### config.mk
export PLATFORM = sky130hd
export DESIGN_NAME = pit_channel
export DESIGN_NICKNAME = d
export VERILOG_FILES = /design/src/rtl/pit_pkg.sv /design/src/rtl/pit_gate_edge.sv /design/src/rtl/pit_elapsed.sv /design/src/rtl/pit_out_dec.sv /design/src/rtl/pit_channel.sv
export SDC_FILE = /design/constraint.sdc
export NUM_CORES = 1
export LEC_CHECK = 0
export ABC_AREA = 1
export ABC_CLOCK_PERIOD_IN_PS = 3000
export BUFFER_PORTS_ARGS = -buffer_cell sky130_fd_sc_hd__buf_2
export CAP_MARGIN = 10
export CORE_ASPECT_RATIO = 0.8
export CORE_MARGIN = 8
export CORE_UTILIZATION = 35
export CTS_BUF_LIST = sky130_fd_sc_hd__clkbuf_4 sky130_fd_sc_hd__clkbuf_8
export DETAILED_ROUTE_END_ITERATION = 10
export HOLD_SLACK_MARGIN = 0.03
export SETUP_SLACK_MARGIN = 0.2
export SYNTH_ARGS = -nofsm -noshare
export SYNTH_HDL_FRONTEND = slang
export SYNTH_SLANG_ARGS = --single-unit
### constraint.sdc
create_clock -name clk_i -period 3 [get_ports clk_i]
set_input_delay 0.15 -clock clk_i [delete_from_list [all_inputs] [get_ports clk_i]]
set_output_delay 0.15 -clock clk_i [all_outputs]
set_load 0.05 [all_outputs]
### src/rtl/pit_pkg.sv
package pit_pkg;

  typedef enum logic [2:0] {
    M_TERM    = 3'd0,
    M_ONESHOT = 3'd1,
    M_RATE    = 3'd2,
    M_SQUARE  = 3'd3,
    M_SWSTB   = 3'd4,
    M_HWSTB   = 3'd5
  } mode_e;

  // codes 6 and 7 fold onto 2 and 3
  function automatic mode_e norm_mode(input logic [2:0] code);
    if (code[2] && code[1]) return mode_e'({1'b0, code[1:0]});
    return mode_e'(code);
  endfunction

  function automatic logic gate_pauses(input mode_e m);
    return (m == M_TERM) || (m == M_RATE) || (m == M_SQUARE) || (m == M_SWSTB);
  endfunction

  function automatic logic gate_retrig(input mode_e m);
    return (m == M_ONESHOT) || (m == M_RATE) || (m == M_SQUARE) || (m == M_HWSTB);
  endfunction

  function automatic logic is_periodic(input mode_e m);
    return (m == M_RATE) || (m == M_SQUARE);
  endfunction

endpackage

### src/rtl/pit_gate_edge.sv
module pit_gate_edge (
  input  logic clk_i,
  input  logic rst_ni,
  input  logic gate_i,
  output logic rise_o
);
  logic gate_q;

  always_ff @(posedge clk_i or negedge rst_ni) begin
    if (!rst_ni) gate_q <= 1'b0;
    else         gate_q <= gate_i;
  end

  assign rise_o = gate_i & ~gate_q;
endmodule

### src/rtl/pit_elapsed.sv
module pit_elapsed
  import pit_pkg::*;
#(
  parameter int unsigned EW = 17
) (
  input  logic          clk_i,
  input  logic          rst_ni,
  input  logic          load_i,
  input  logic          rise_i,
  input  logic          tick_i,
  input  logic          gate_i,
  input  mode_e         mode_i,
  input  logic [EW-1:0] reload_i,
  output logic [EW-1:0] elapsed_o
);
  logic [EW-1:0] elapsed_q, elapsed_d;
  logic          run;

  assign run = !gate_pauses(mode_i) || gate_i;

  always_comb begin
    elapsed_d = elapsed_q;
    if (load_i) begin
      elapsed_d = '0;
    end else if (rise_i && gate_retrig(mode_i)) begin
      elapsed_d = '0;
    end else if (tick_i && run) begin
      if (is_periodic(mode_i)) begin
        elapsed_d = (elapsed_q == reload_i - 1'b1) ? '0 : elapsed_q + 1'b1;
      end else if ((mode_i == M_TERM) || (mode_i == M_ONESHOT)) begin
        // saturate at terminal count
        if (elapsed_q < reload_i) elapsed_d = elapsed_q + 1'b1;
      end else begin
        // strobe modes stop one past terminal count
        if (elapsed_q <= reload_i) elapsed_d = elapsed_q + 1'b1;
      end
    end
  end

  always_ff @(posedge clk_i or negedge rst_ni) begin
    if (!rst_ni) elapsed_q <= '0;
    else         elapsed_q <= elapsed_d;
  end

  assign elapsed_o = elapsed_q;
endmodule

### src/rtl/pit_out_dec.sv
module pit_out_dec
  import pit_pkg::*;
#(
  parameter int unsigned CNT_W = 16,
  localparam int unsigned EW = CNT_W + 1
) (
  input  mode_e            mode_i,
  input  logic [EW-1:0]    reload_i,
  input  logic [EW-1:0]    elapsed_i,
  output logic             out_o,
  output logic [CNT_W-1:0] count_o
);
  logic [EW:0]   half;
  logic [EW-1:0] remain;

  assign half   = ({1'b0, reload_i} + 1'b1) >> 1;
  assign remain = (reload_i > elapsed_i) ? reload_i - elapsed_i : '0;
  assign count_o = remain[CNT_W-1:0];

  always_comb begin
    unique case (mode_i)
      M_TERM, M_ONESHOT: out_o = (elapsed_i >= reload_i);
      M_RATE:            out_o = (elapsed_i != reload_i - 1'b1);
      M_SQUARE:          out_o = ({1'b0, elapsed_i} < half);
      default:           out_o = (elapsed_i == reload_i);
    endcase
  end
endmodule

### src/rtl/pit_channel.sv
module pit_channel
  import pit_pkg::*;
#(
  parameter int unsigned CNT_W = 16
) (
  input  logic             clk_i,
  input  logic             rst_ni,
  input  logic             cnt_en_i,
  input  logic             gate_i,
  input  logic             load_i,
  input  logic [CNT_W-1:0] load_count_i,
  input  logic [2:0]       load_mode_i,
  output logic             out_o,
  output logic [CNT_W-1:0] count_o
);
  localparam int unsigned EW = CNT_W + 1;
  localparam logic [EW-1:0] FULL = {1'b1, {CNT_W{1'b0}}};

  mode_e         mode_q;
  logic [EW-1:0] reload_q;
  logic [EW-1:0] elapsed;
  logic          rise;

  always_ff @(posedge clk_i or negedge rst_ni) begin
    if (!rst_ni) begin
      mode_q   <= M_SQUARE;
      reload_q <= FULL;
    end else if (load_i) begin
      mode_q   <= norm_mode(load_mode_i);
      reload_q <= (load_count_i == '0) ? FULL : {1'b0, load_count_i};
    end
  end

  pit_gate_edge u_gate (
    .clk_i  (clk_i),
    .rst_ni (rst_ni),
    .gate_i (gate_i),
    .rise_o (rise)
  );

  pit_elapsed #(.EW(EW)) u_elapsed (
    .clk_i     (clk_i),
    .rst_ni    (rst_ni),
    .load_i    (load_i),
    .rise_i    (rise),
    .tick_i    (cnt_en_i),
    .gate_i    (gate_i),
    .mode_i    (mode_q),
    .reload_i  (reload_q),
    .elapsed_o (elapsed)
  );

  pit_out_dec #(.CNT_W(CNT_W)) u_dec (
    .mode_i    (mode_q),
    .reload_i  (reload_q),
    .elapsed_i (elapsed),
    .out_o     (out_o),
    .count_o   (count_o)
  );
endmodule

==> results.md, run 1 <==
Clock tree:
- CTS placed an instance of clkbuf_8 at the clock tree root.
- At the later pin of the worst-skew pair, clock insertion delay measures 300 ps.
- For this design, the sink count on the clock tree is 38.
- The maximum clock insertion buffer count is 2.
- The CTS tree is built.
- The H-tree was split into 2 levels.
- Clock tree synthesis inserted a total of 5 buffers.
- The clock transition at the registers of the reported paths is about 80 ps.

Drt:
- The wire length reported by the detailed router is 14340 um.
- In this run the remaining antenna-violating nets after routing total 0.
- The iteration-0 DRC count of the detailed router is roughly 300.
- The number of optimization iterations in the first detailed-route pass is 5.
- Dividing the detail-routed wire length by the instance count gives 15.26 um.
- The number of vias per cell is a little under 5.
- The number of vias after detailed routing is 4661.
- For this run, design rule violations remaining after detail routing come to 0.

Setup path:
- In this run the critical register-to-register path is captured at u_elapsed.elapsed_o[13].
- The endpoint of the most critical setup path is out_o.
- STA classifies the critical path endpoint as an output port.
- At the worst endpoint, the arrival time is 3080 ps.
- At the worst endpoint, the required time is ~2900 ps.
- The critical path launch point type is a register.
- The class of the most critical setup path is reg -> out.
- Of all nets on the critical path, the largest fanout is 3.
- For the worst flop-to-flop path, the logic depth is 14.
- In this run the register-to-register setup slack is 430 ps.
- Tracing the worst setup path back leads to its startpoint at reload_q[0].
- The worst register-to-register path begins at reload_q[0].

Power and ir drop:
- The analysis attributes to cell leakage a power of 2.888 nW.
- The peak ir drop on the vdd network is 0.0001749 V.
- Dividing total power by cell area gives a power density of around 380 mW/mm2.
- The design draws 2.146 mW.

Timing:
- Dividing the final minimum period by the clock period gives 1.077.
- The slew at the pin closest to its max-slew limit is ~1100 ps.
- The routed design could run at a clock period as short as 3232 ps.
- Setup violations remaining at the end of the flow were counted as 1.
- The upper clock frequency limit is slightly above 300 MHz.
- The clock arrives with 7.254 ps of skew.
- The final number of hold-violating endpoints is 0.
- The relative slew slack is 0.2866.
- The count of pins over their slew limit is 0.
- Across all setup checks in the final design, the least slack found is -231.5 ps.
- Setup repair after global routing could not meet its margin everywhere.

Synthesis:
- The number of nets produced by synthesis is 749.
- The area share of the largest cell type after synthesis is 0.1948.
- The most used flip-flop cell after synthesis is dfrtp_1.
- The parity-gate share of the synthesized area counting xor and xnor cells is 0.07014.
- The most common cell in the netlist is nand2_1.
- The netlist uses 38 different library cells.
- The cell accounting for the most synthesized area is dfrtp_1.
- The multiplexer fraction of the synthesized cell area is 0.
- The netlist area before placement is 0.004496 mm2.
- The main combinational cell family by area after synthesis is simple AND/OR/NAND/NOR gates.
- The synthesis-stage register bit count is 38.
- In the post-synthesis netlist, the biggest area contributors are dfrtp_1, nand2_1, ha_1.
- For this run, the number of Yosys warnings is 0.
- Counting flops with an async set or reset pin after synthesis yields a share of 1.000.
- In the synthesized netlist, the number of instances is 673.
- The average instance in the mapped netlist occupies 6.680 um2.
- The sequential fraction of the synthesis area is 0.2124.
- The simple-gate share of the synthesized area is 0.3688.
- The area fraction in compound gates after synthesis is 0.1027.
- The synthesized design contains 0 enable-type register cells.
- The synthesized-area fraction occupied by adder cells is 0.1464.
- Ranked by instance count, the synthesized netlist is headed by nand2_1, inv_1, nor2_1.

Floorplan:
- The boundary pin count is 41.
- The die width is 142.7 um.
- The core area is 0.01268 mm2.
- The die outline area is 0.01675 mm2.
- The total number of placement rows is 37.
- The die height is 117.4 um.
- The initial utilization of the core area, before any placement, comes to 0.3544.

Job:
- The count of maximum capacitance violations is 0.

Finish:
- Fill cells in the final layout number between 1000 and 1500.
- Summing all flip-flop and latch instances after layout gives 965.9 um2.
- The final cell count without fillers is 940.
- The ratio of cells with drive above 1 in the final layout is 0.2601.
- The number of nets in the final layout is between 800 and 900.
- After routing the design area is 0.005723 mm2.
- From synthesis to final layout, the design area changed by 27.30%.
- The repair_antennas step left the layout with diodes totalling 0.
- The area of the multi-input gates is 0.003318 mm2.

Run status:
- The checks that failed: setup timing.
- The run finished, with violations left.

GRT:
- Entering global routing, the biggest net connects 40 pins.
- The aggregate global-route resource usage is 0.1691.
- The number of antenna violations at the first check in global routing was 0.
- The number of global-route vias before repair is 4367.
- The first global-routing pass estimated 22740 um of wire.
- The remaining global-route overflow is 0.

Placement:
- The global placement routability congestion is 0.9405.
- The worst slack at placement is 14.17 ps.
- Once placement finished, the instance area stood at 0.005044 mm2.
- The number of placed instances, taps included, is between 900 and 1000.
- Port buffering added 40 buffers.
- Summed over all nets, the half-perimeter wirelength after detailed placement is 11470 um.

Hold path:
- The type of the tightest min-delay check is in -> reg.
-- what timing repair did --
| action | CTS | global route |
|---|---|---|
| pin swaps | 12 | 25 |
| gates resized for setup | 22 | 77 |
| hold endpoints to repair | 36 | 0 |
| hold buffers | 2 | 0 |
| setup buffers | 12 | 16 |
| gates cloned | 0 | 0 |
| endpoints found under the setup margin | 15 | 34 |
-- cells by family (layout without fill, tap and decap cells) --
kind of cell | count (synthesis) | count (layout)
XOR/XNOR | 36 | 36
flip-flops | 38 | 38
AO/OA/AOI/OAI | 88 | 88
buffers and inverters | 106 | 198
adder cells (fa/ha/maj) | 52 | 52
AND/OR/NAND/NOR | 353 | 353
-- per-stage QoR --
| stage | TNS (ps) | util | hold WS [ps] |
|---|---|---|---|
| floorplan | 0 | - | -145.6 |
| global placement | 0 | 0.3976 | 293.2 |
| detailed placement | 0 | 0.3976 | 294.1 |
| CTS | -196.5 | 0.4219 | 44.60 |
| global route | -481.5 | 0.4512 | 80.19 |
| finish | -231.5 | 0.4512 | 56.13 |
-- critical path, stage by stage (launching register included) --
cell,delay (ps)
dfrtp_1,400
nand3_2,120
nor2_2,130
nand2_2,90
nor3_4,240
nand4_1,160
nor2_2,180
nand3_1,110
xor2_1,170
ha_1,300
nand2_1,70
inv_1,40
o21ai_1,100
nand2_1,70
nor2_1,110
nand3_1,110
nand2_1,80
nand3_2,80
nand3_2,90
buf_8,140
-- flip-flops by register name, summed over array words and instances, names as in the netlist --
name and cells:
mode_q 3, reload_q 17, u_elapsed.elapsed_o 17, u_gate.gate_q 1
-- power by group --
part           switching [mW]  leakage [nW]  total [mW]  internal, mW
clock                   0.200        0.0683       0.534         0.333
sequential             0.0427         0.474       0.587         0.544
combinational           0.659          2.35        1.03         0.367
-- worst min path at each step --
stage | startpoint | cells past startpoint | endpoint | slack (ps)
3_5_place_dp | gate_i | 1 | u_gate.gate_q | 290
2_1_floorplan | rst_ni | 0 | mode_q[2] | -150
5_1_grt | load_count_i[14] | 3 | reload_q[14] | 80
3_3_place_gp | gate_i | 1 | u_gate.gate_q | 290
4_1_cts | load_mode_i[2] | 3 | mode_q[2] | 40
6_report | load_mode_i[2] | 3 | mode_q[2] | 60
-- routing by layer --
layer,global-route usage,vias up,wire (um)
met5,0,-,0
met4,0.03844,0,244
met3,0.03324,14,973
met1,0.2473,2133,7110
met2,0.2476,138,6014
li1,-,2376,-
-- cell type report --
type                            count  share of cell area
Sequential cell                    38              0.1688
Timing Repair Buffer              100              0.1288
Clock inverter                      3             0.01202
Multi-Input combinational cell    529              0.5798
Inverter                           90             0.06034
Tap cell                          175             0.03826
Clock buffer                        5             0.01202
-- cells in the final DEF (no fill, tap or decap), types with 4 or more instances in the layout --
master / netlist / layout
dfrtp_2: 0 / 9
nand3_1: 39 / 32
nand3_2: 1 / 7
nor2_1: 64 / 59
inv_2: 5 / 10
dfrtp_1: 35 / 26
nand2_1: 175 / 170
nand3b_1: 5 / 5
o21ai_2: 0 / 4
o21ai_1: 2 / 7
xnor2_1: 13 / 13
nor4_1: 4 / 4
clkbuf_8: 0 / 5
nor2_2: 7 / 11
xor2_1: 23 / 23
ha_4: 0 / 6
nor3_2: 4 / 6
nor3_1: 8 / 5
nand4_1: 27 / 27
buf_6: 5 / 5
o21ai_0: 42 / 33
inv_1: 84 / 77
nand2_2: 5 / 10
buf_2: 4 / 29
buf_4: 1 / 60
a21oi_1: 34 / 31
ha_1: 51 / 39
nor2_4: 4 / 5
ha_2: 0 / 6
Power figures use the tool's default switching activity.
==> inputs of run 2 (changes only) <==
--- a/config.mk
+++ b/config.mk
@@ -17,4 +17,5 @@
 export HOLD_SLACK_MARGIN = 0.03
 export SETUP_SLACK_MARGIN = 0.2
+export SLEW_MARGIN = 40
 export SYNTH_ARGS = -nofsm -noshare
 export SYNTH_HDL_FRONTEND = slang
==> constraint.sdc (replaced) <==
create_clock -name clk_i -period 3 [get_ports clk_i]
set_input_delay 0.6 -clock clk_i [delete_from_list [all_inputs] [get_ports clk_i]]
set_output_delay 0.6 -clock clk_i [all_outputs]
set_load 0.05 [all_outputs]
==> results.md, run 2 (synthesized netlist as in run 1, its figures left out) <==
Setup path:
- Cell breakdown of the critical path: nand3_2 -> nor2_4 -> nand2_2 -> nor3_4 -> nand4_1 -> nor2_2 -> nand3_1 -> xor2_1 -> ha_1 -> nand2_1 -> inv_1 -> o21ai_1 -> nand2_1 -> nor2_1 -> nand3_1 -> nand2_1 -> nand3_2 -> nand3_4 -> buf_8 (was nand3_2 -> nor2_2 -> nand2_2 -> nor3_4 -> nand4_1 -> nor2_2 -> nand3_1 -> xor2_1 -> ha_1 -> nand2_1 -> inv_1 -> o21ai_1 -> nand2_1 -> nor2_1 -> nand3_1 -> nand2_1 -> nand3_2 -> nand3_2 -> buf_8).
- The end of the worst register-to-register path is u_elapsed.elapsed_o[15] (was u_elapsed.elapsed_o[13]).
- The category of the worst setup path capture point was an output port (unchanged).
- The delay of the slowest cell on the worst path is 410 ps (was 400 ps).
- The flop-to-flop setup slack is 310 ps (was 430 ps).
- The arrival time of data at the critical path endpoint is 2970 ps (was 3080 ps).
- The number of cell instances on the worst register-to-register path is 19 (was 14).
- The launch instance of the worst register-to-register path was reload_q[6] (was reload_q[0]).
- The critical path launch point type is a register (unchanged).
- The largest delay contributor family on the critical path is simple AND/OR/NAND/NOR gates (unchanged).
- The combined buffer and inverter count along the critical path is 2 (unchanged).
- Counting stages on the worst path, the most repeated cell is nand2_1.
- The largest fanout on the critical path is 3 (unchanged).
- The standard cell with the maximum stage delay on the critical path is dfrtp_2 (was dfrtp_1).
- The class of the most critical setup path is reg -> out (unchanged).
- The data required time at the worst endpoint is 2400 ps (was 2850 ps).

Power and ir drop:
- The peak ir drop on the vdd network is 0.0001848 V (was 0.0001749 V).
- The leakage power figure is 3.274 nW (was 2.888 nW).
- The overall power after layout is 2.298 mW (was 2.146 mW).
- The cell area power density is 351.7 mW/mm2 (was 375.0 mW/mm2).

Placement:
- The global placement routability congestion was 0.9480 (was 0.9405).
- The HPWL reported at the end of detailed placement is 12410 um (was 11470 um).
- The port buffer count is 40 (unchanged).

Finish:
- The synthesis-to-finish area growth is 45.34% (was 27.30%).
- Leading cell types in the layout, fill and taps excluded: nand2_1, buf_4, inv_1, nor2_1, ha_1 (was nand2_1, inv_1, buf_4, nor2_1, ha_1).
- The number of diodes added for antenna fixing is 0 (unchanged).
- The number of nets in the final layout is 894 (was 840).
- The share of the core filled with cells in the final layout is 0.5151 (was 0.4512).
- The most common library cell in the layout ignoring fill and taps is nand2_1 (unchanged).
- The ratio of cells with drive above 1 in the final layout is 0.3529 (was 0.2601).

Floorplan:
- The core area is 0.01268 mm2 (unchanged).
- The total number of placement rows is 37 (unchanged).
- The die height was 117.4 um (unchanged).
- The die width is 142.7 um (unchanged).
- The boundary pin count came to 41 (unchanged).
- The effective utilization at floorplan is 0.3544 (unchanged).
- The die outline area is 0.01675 mm2 (unchanged).

Drt:
- The iteration-0 DRC count of the detailed router came to 260 (was 301).
- The number of vias per cell is 4.992 (was 4.959).
- The wire length reported by the detailed router is 15640 um (was 14340 um).
- The average routed wire per standard cell is 15.73 um (was 15.26 um).
- The number of optimization iterations in the first detailed-route pass is 5 (unchanged).
- The number of vias after detailed routing is 4962 (was 4661).
- The count of nets left with antenna violations after detail routing is 0 (unchanged).
- The DRC violation count after routing was 0 (unchanged).

Run status:
- Outcome: complete, but fails checks (unchanged).
- Violated checks: setup timing (unchanged).

GRT:
- The number of antenna violations at the first check in global routing was 0 (unchanged).
- The global-route met2 utilization is 0.2901 (was 0.2476).
- The largest net degree at the start of global routing is 39 (was 40).
- The aggregate global-route resource usage came to 0.1856 (was 0.1691).
- The remaining global-route overflow came to 0 (unchanged).
- The number of global-route vias before repair came to 4842 (was 4367).
- The first-pass GRT wire length is 24750 um (was 22740 um).
- The layer carrying the most global-route usage is met2 (unchanged).
- The met3 track demand over resource in global routing was 0.03405 (was 0.03324).
- The met1 routing resource usage after global routing was 0.2506 (was 0.2473).

Clock tree:
- The count of clock tree sinks is 38 (unchanged).
- The CTS tree is built (unchanged).
- The CTS root buffer is clkbuf_8 (unchanged).
- The maximum clock insertion buffer count was 2 (unchanged).
- The clock transition at the registers of the reported paths is 80 ps (about the same).
- The number of buffers added by the clock tree synthesis step was 5 (unchanged).
- The maximum level of the CTS H-tree is 2 (unchanged).
- The clock insertion delay at the later pin of the skew report was 310 ps (was 300 ps).

Timing:
- The largest clock skew in the final design is 11.90 ps (was 7.254 ps).
- The count of pins over their slew limit is 0 (unchanged).
- The setup TNS is -3799 ps (was -231.5 ps).
- The final number of hold-violating endpoints is 0 (unchanged).
- The count of endpoints failing setup in the final report is 12 (was 1).
- The final period utilization is 1.191 (was 1.077).
- The final worst setup slack is -574.4 ps (was -231.5 ps).
- The slew at the pin closest to its max-slew limit is 545.8 ps (was 1066 ps).
- The smallest hold slack is 263.0 ps (was 56.13 ps).
- The relative slew slack was 0.6362 (was 0.2866).
- The upper clock frequency limit is 279.8 MHz (was 309.5 MHz).
- The final period demand of the worst path is 3574 ps (was 3232 ps).
- RSZ-0062 raised after global routing: true (unchanged).

Hold path:
- The type of the tightest min-delay check is in -> async (was in -> reg).

Job:
- The count of maximum capacitance violations is 0 (unchanged).
-- run 2: cell count changes in the layout (fill, tap and decap cells not counted), sizes merged --
cell / previous run / this run
bufinv: 2 / 0
buf: 98 / 154
dlygate4sd3: 2 / 0
clkbuf: 5 / 7
-- run 2: cell type report --
| cell class | count | area (um2) |
|---|---|---|
| clock buffer | 7 | 90.09 |
| clock inverter | 1 | 5.005 |
| fill | 1252 | 6151 |
| inverter | 90 | 347.8 |
| multi-input combinational | 529 | 3620 |
| sequential | 38 | 958.4 |
| tap | 175 | 219.0 |
| timing repair buffer | 154 | 1294 |
-- run 2: per-stage QoR --
| step | cells | setup slack [ps] | instance area [um2] |
|---|---|---|---|
| global placement | 952 | -430.2 | 5612 |
| CTS | 984 | -638.6 | 6364 |
| floorplan | 673 | -149.4 | 4701 |
| global route | 994 | -774.5 | 6534 |
| finish | 994 | -574.4 | 6534 |
| detailed placement | 952 | -502.6 | 5614 |
-- run 2: metal layers --
layer	wire [um]	up-vias
met5	0	-
met4	387	0
met3	993	21
met2	6994	124
met1	7263	2336
li1	-	2481
-- run 2: power by group --
group / switching (mW) / internal (mW) / leakage, nW
Sequential: 0.0271 / 0.544 / 0.483
Combinational: 0.778 / 0.550 / 2.74
Clock: 0.204 / 0.195 / 0.0517
-- run 2: worst max-delay path by stage --
stage / slack [ps] / cells past startpoint / startpoint / end
CTS: -640 / 19 / reload_q[0] / out_o
detailed placement: -500 / 19 / reload_q[0] / out_o
global placement: -430 / 19 / reload_q[0] / out_o
floorplan: -150 / 18 / reload_q[1] / out_o
finish: -570 / 19 / reload_q[0] / out_o
global route: -770 / 20 / reload_q[0] / out_o
-- run 2: repair_timing --
item                                    4_1_cts  5_1_grt
pin swaps                                    29       24
hold buffers                                  0        0
resized for setup                           124       20
endpoints found under the setup margin       17       34
buffers inserted                             23       10
gates cloned                                  1        0
==> inputs of run 3 (changes only) <==
ABC_CLOCK_PERIOD_IN_PS = 4500   (was 3000)
CTS_BUF_LIST = sky130_fd_sc_hd__clkbuf_4   (was sky130_fd_sc_hd__clkbuf_4 sky130_fd_sc_hd__clkbuf_8)
clock period = 4.5 ns   (was 3 ns; I/O delays follow)
==> results.md, run 3 (synthesized netlist as in run 1, its figures left out) <==
Clock tree:
- The number of buffers added by the clock tree synthesis step was 5 (unchanged).
- The CTS root buffer is clkbuf_4 (was clkbuf_8).
- The clock insertion delay at the later pin of the skew report came to 360 ps (was 310 ps).
- The count of clock tree sinks is 38 (unchanged).
- The clock transition at the registers of the reported paths came to 130 ps (was 80 ps).
- The CTS tree was built (unchanged).
- The number of hold buffers added after CTS is 0 (unchanged).
- The maximum level of the CTS H-tree is 2 (unchanged).
- The maximum clock insertion buffer count is 2 (unchanged).

Finish:
- The number of diodes added for antenna fixing is 0 (unchanged).
- The share of the core filled with cells in the final layout is 0.4016 (was 0.5151).
- Leading cell types in the layout, fill and taps excluded: nand2_1, inv_1, nor2_1, ha_1, o21ai_0 (was nand2_1, buf_4, inv_1, nor2_1, ha_1).
- The synthesis-to-finish area growth came to 13.30% (was 45.34%).
- The ratio of cells with drive above 1 in the final layout came to 0.1678 (was 0.3529).
- The most common library cell in the layout ignoring fill and taps is nand2_1 (unchanged).
- The number of nets in the final layout was 796 (was 894).

Floorplan:
- The die height is 117.4 um (unchanged).
- The boundary pin count is 41 (unchanged).
- The core area is 0.01268 mm2 (unchanged).
- The die width is 142.7 um (unchanged).
- The die outline area is 0.01675 mm2 (unchanged).
- The total number of placement rows came to 37 (unchanged).
- The effective utilization at floorplan is 0.3544 (unchanged).

Timing:
- The count of pins over their slew limit was 0 (unchanged).
- The final number of hold-violating endpoints is 0 (unchanged).
- The setup TNS was 0 ps (was -3799 ps).
- The smallest hold slack was 499.3 ps (was 263.0 ps).
- The relative slew slack is 0.6106 (was 0.6362).
- The slew at the pin closest to its max-slew limit is 584.1 ps (was 545.8 ps).
- The final period demand of the worst path is 4070 ps.
- The largest clock skew in the final design is 18.28 ps (was 11.90 ps).
- The upper clock frequency limit is 245.7 MHz.
- RSZ-0062 raised after global routing: true (unchanged).
- The count of endpoints failing setup in the final report is 0 (was 12).
- Dividing the final minimum period by the clock period gives 0.9045.

Drt:
- The number of optimization iterations in the first detailed-route pass came to 5 (unchanged).
- The number of vias per cell is 4.896 (was 4.992).
- The DRC violation count after routing is 0 (unchanged).
- The wire length reported by the detailed router came to 13120 um (was 15640 um).
- The count of nets left with antenna violations after detail routing is 0 (unchanged).
- The average routed wire per standard cell is 14.64 um (was 15.73 um).
- The number of vias after detailed routing is 4387 (was 4962).
- The iteration-0 DRC count of the detailed router was 249 (was 260).

Placement:
- The global placement routability congestion is 0.9206 (was 0.9480).
- The port buffer count is 40 (unchanged).
- The HPWL reported at the end of detailed placement is 10500 um (was 12410 um).

Setup path:
- The class of the most critical setup path is reg -> out (unchanged).
- The category of the worst setup path capture point is an output port (unchanged).
- The arrival time of data at the critical path endpoint is 3170 ps (was 2970 ps).
- The worst setup path startpoint is reload_q[0] (unchanged).
- The standard cell with the maximum stage delay on the critical path was dfrtp_1 (was dfrtp_2).
- The delay of the slowest cell on the worst path is 420 ps (was 410 ps).
- Cell breakdown of the critical path: nand3_2 -> nor2_2 -> nand2_2 -> nor3_4 -> nand4_1 -> nor2_2 -> nand3_1 -> xor2_1 -> ha_1 -> nand2_1 -> inv_1 -> o21ai_0 -> nand2_1 -> nor2_2 -> nand3_2 -> nand2_1 -> nand3_1 -> nand3_2 -> buf_8 (was nand3_2 -> nor2_4 -> nand2_2 -> nor3_4 -> nand4_1 -> nor2_2 -> nand3_1 -> xor2_1 -> ha_1 -> nand2_1 -> inv_1 -> o21ai_1 -> nand2_1 -> nor2_1 -> nand3_1 -> nand2_1 -> nand3_2 -> nand3_4 -> buf_8).
- The launch instance of the worst register-to-register path is reload_q[9] (was reload_q[6]).
- The critical path launch point type is a register (unchanged).
- The data required time at the worst endpoint is 3600 ps (was 2400 ps).
- The largest fanout on the critical path is 3 (unchanged).

GRT:
- The number of antenna violations at the first check in global routing is 0 (unchanged).
- The aggregate global-route resource usage is 0.1521 (was 0.1856).
- The first-pass GRT wire length is 20650 um (was 24750 um).
- The remaining global-route overflow is 0 (unchanged).
- The number of global-route vias before repair came to 3980 (was 4842).
- The largest net degree at the start of global routing is 40 (was 39).

Job:
- The count of maximum capacitance violations is 0 (unchanged).

Hold path:
- The type of the tightest min-delay check was in -> async (unchanged).

Power and ir drop:
- The cell area power density is 226.6 mW/mm2 (was 351.7 mW/mm2).
- The peak ir drop on the vdd network came to 0.0001005 V (was 0.0001848 V).
- The leakage power figure is 2.634 nW (was 3.274 nW).

Run status:
- Outcome: finished clean (was complete, but fails checks).
[run 3: cell count changes in the layout (fill, tap and decap cells not counted), sizes merged]
cell,previous run,this run
clkinvlp,0,1
clkbuf,7,5
clkinv,1,2
buf,154,56
[run 3: where the power goes]
part	switching [mW]	total, mW	leakage (nW)	internal [mW]
Combinational	0.397	0.570	2.13	0.173
Clock	0.124	0.183	0.0286	0.0582
Sequential	0.0390	0.402	0.480	0.363
[run 3: final cells by class]
class / instances / area, um2
Fill cell: 1394 / 7591
Multi-Input combinational cell: 529 / 3187
Sequential cell: 38 / 960.9
Inverter: 90 / 340.3
Timing Repair Buffer: 56 / 332.8
Tap cell: 175 / 219.0
Clock buffer: 5 / 37.54
Clock inverter: 3 / 16.27
[run 3: what timing repair did]
item	CTS	global route
pin swaps	0	15
endpoints found under the setup margin	1	1
resized for setup	2	29
buffers inserted	2	10
[run 3: worst paths after layout]
path                                           end  slack, ps  cells after the start
max                                          out_o        430                     19
min                         u_elapsed.elapsed_o[7]        500                      1
max reg2reg                u_elapsed.elapsed_o[11]       1690                     15
min reg2reg                              mode_q[0]        550                      2
max in group asynchronous              reload_q[2]       3620                      1
min in group clk_i                       mode_q[0]        550                      2
[run 3: layer usage]
metal | wire length [um] | share of wire | track usage | vias up
met5 | 0 | 0 | 0 | -
li1 | - | - | - | 2277
met3 | 712 | 0.054 | 0.02310 | 11
met1 | 6850 | 0.52 | 0.2332 | 2014
met4 | 131 | 0.010 | 0.03313 | 0
met2 | 5420 | 0.41 | 0.2150 | 85
[run 3: through the flow]
stage | worst slack (ps) | instance area, um2 | power (mW) | instances
after CTS | 261.5 | 4911 | 1.138 | 886
final | 429.6 | 5094 | 1.154 | 896
after detailed placement | 467.6 | 4840 | 0.9486 | 876
after floorplan | 742.6 | 4496 | 0.8179 | 673
after global routing | 174.9 | 5094 | 1.230 | 896
after global placement | 511.8 | 4837 | 0.9491 | 876
[run 3: worst max-delay path, delay by kind of cell (launching register included)]
kind | cells | cell delay (ps)
simple gates | 14 | 1600
flops | 1 | 420
fa+ha+maj | 1 | 310
xor+xnor | 1 | 170
buf+inv | 2 | 170
compound gates | 1 | 140
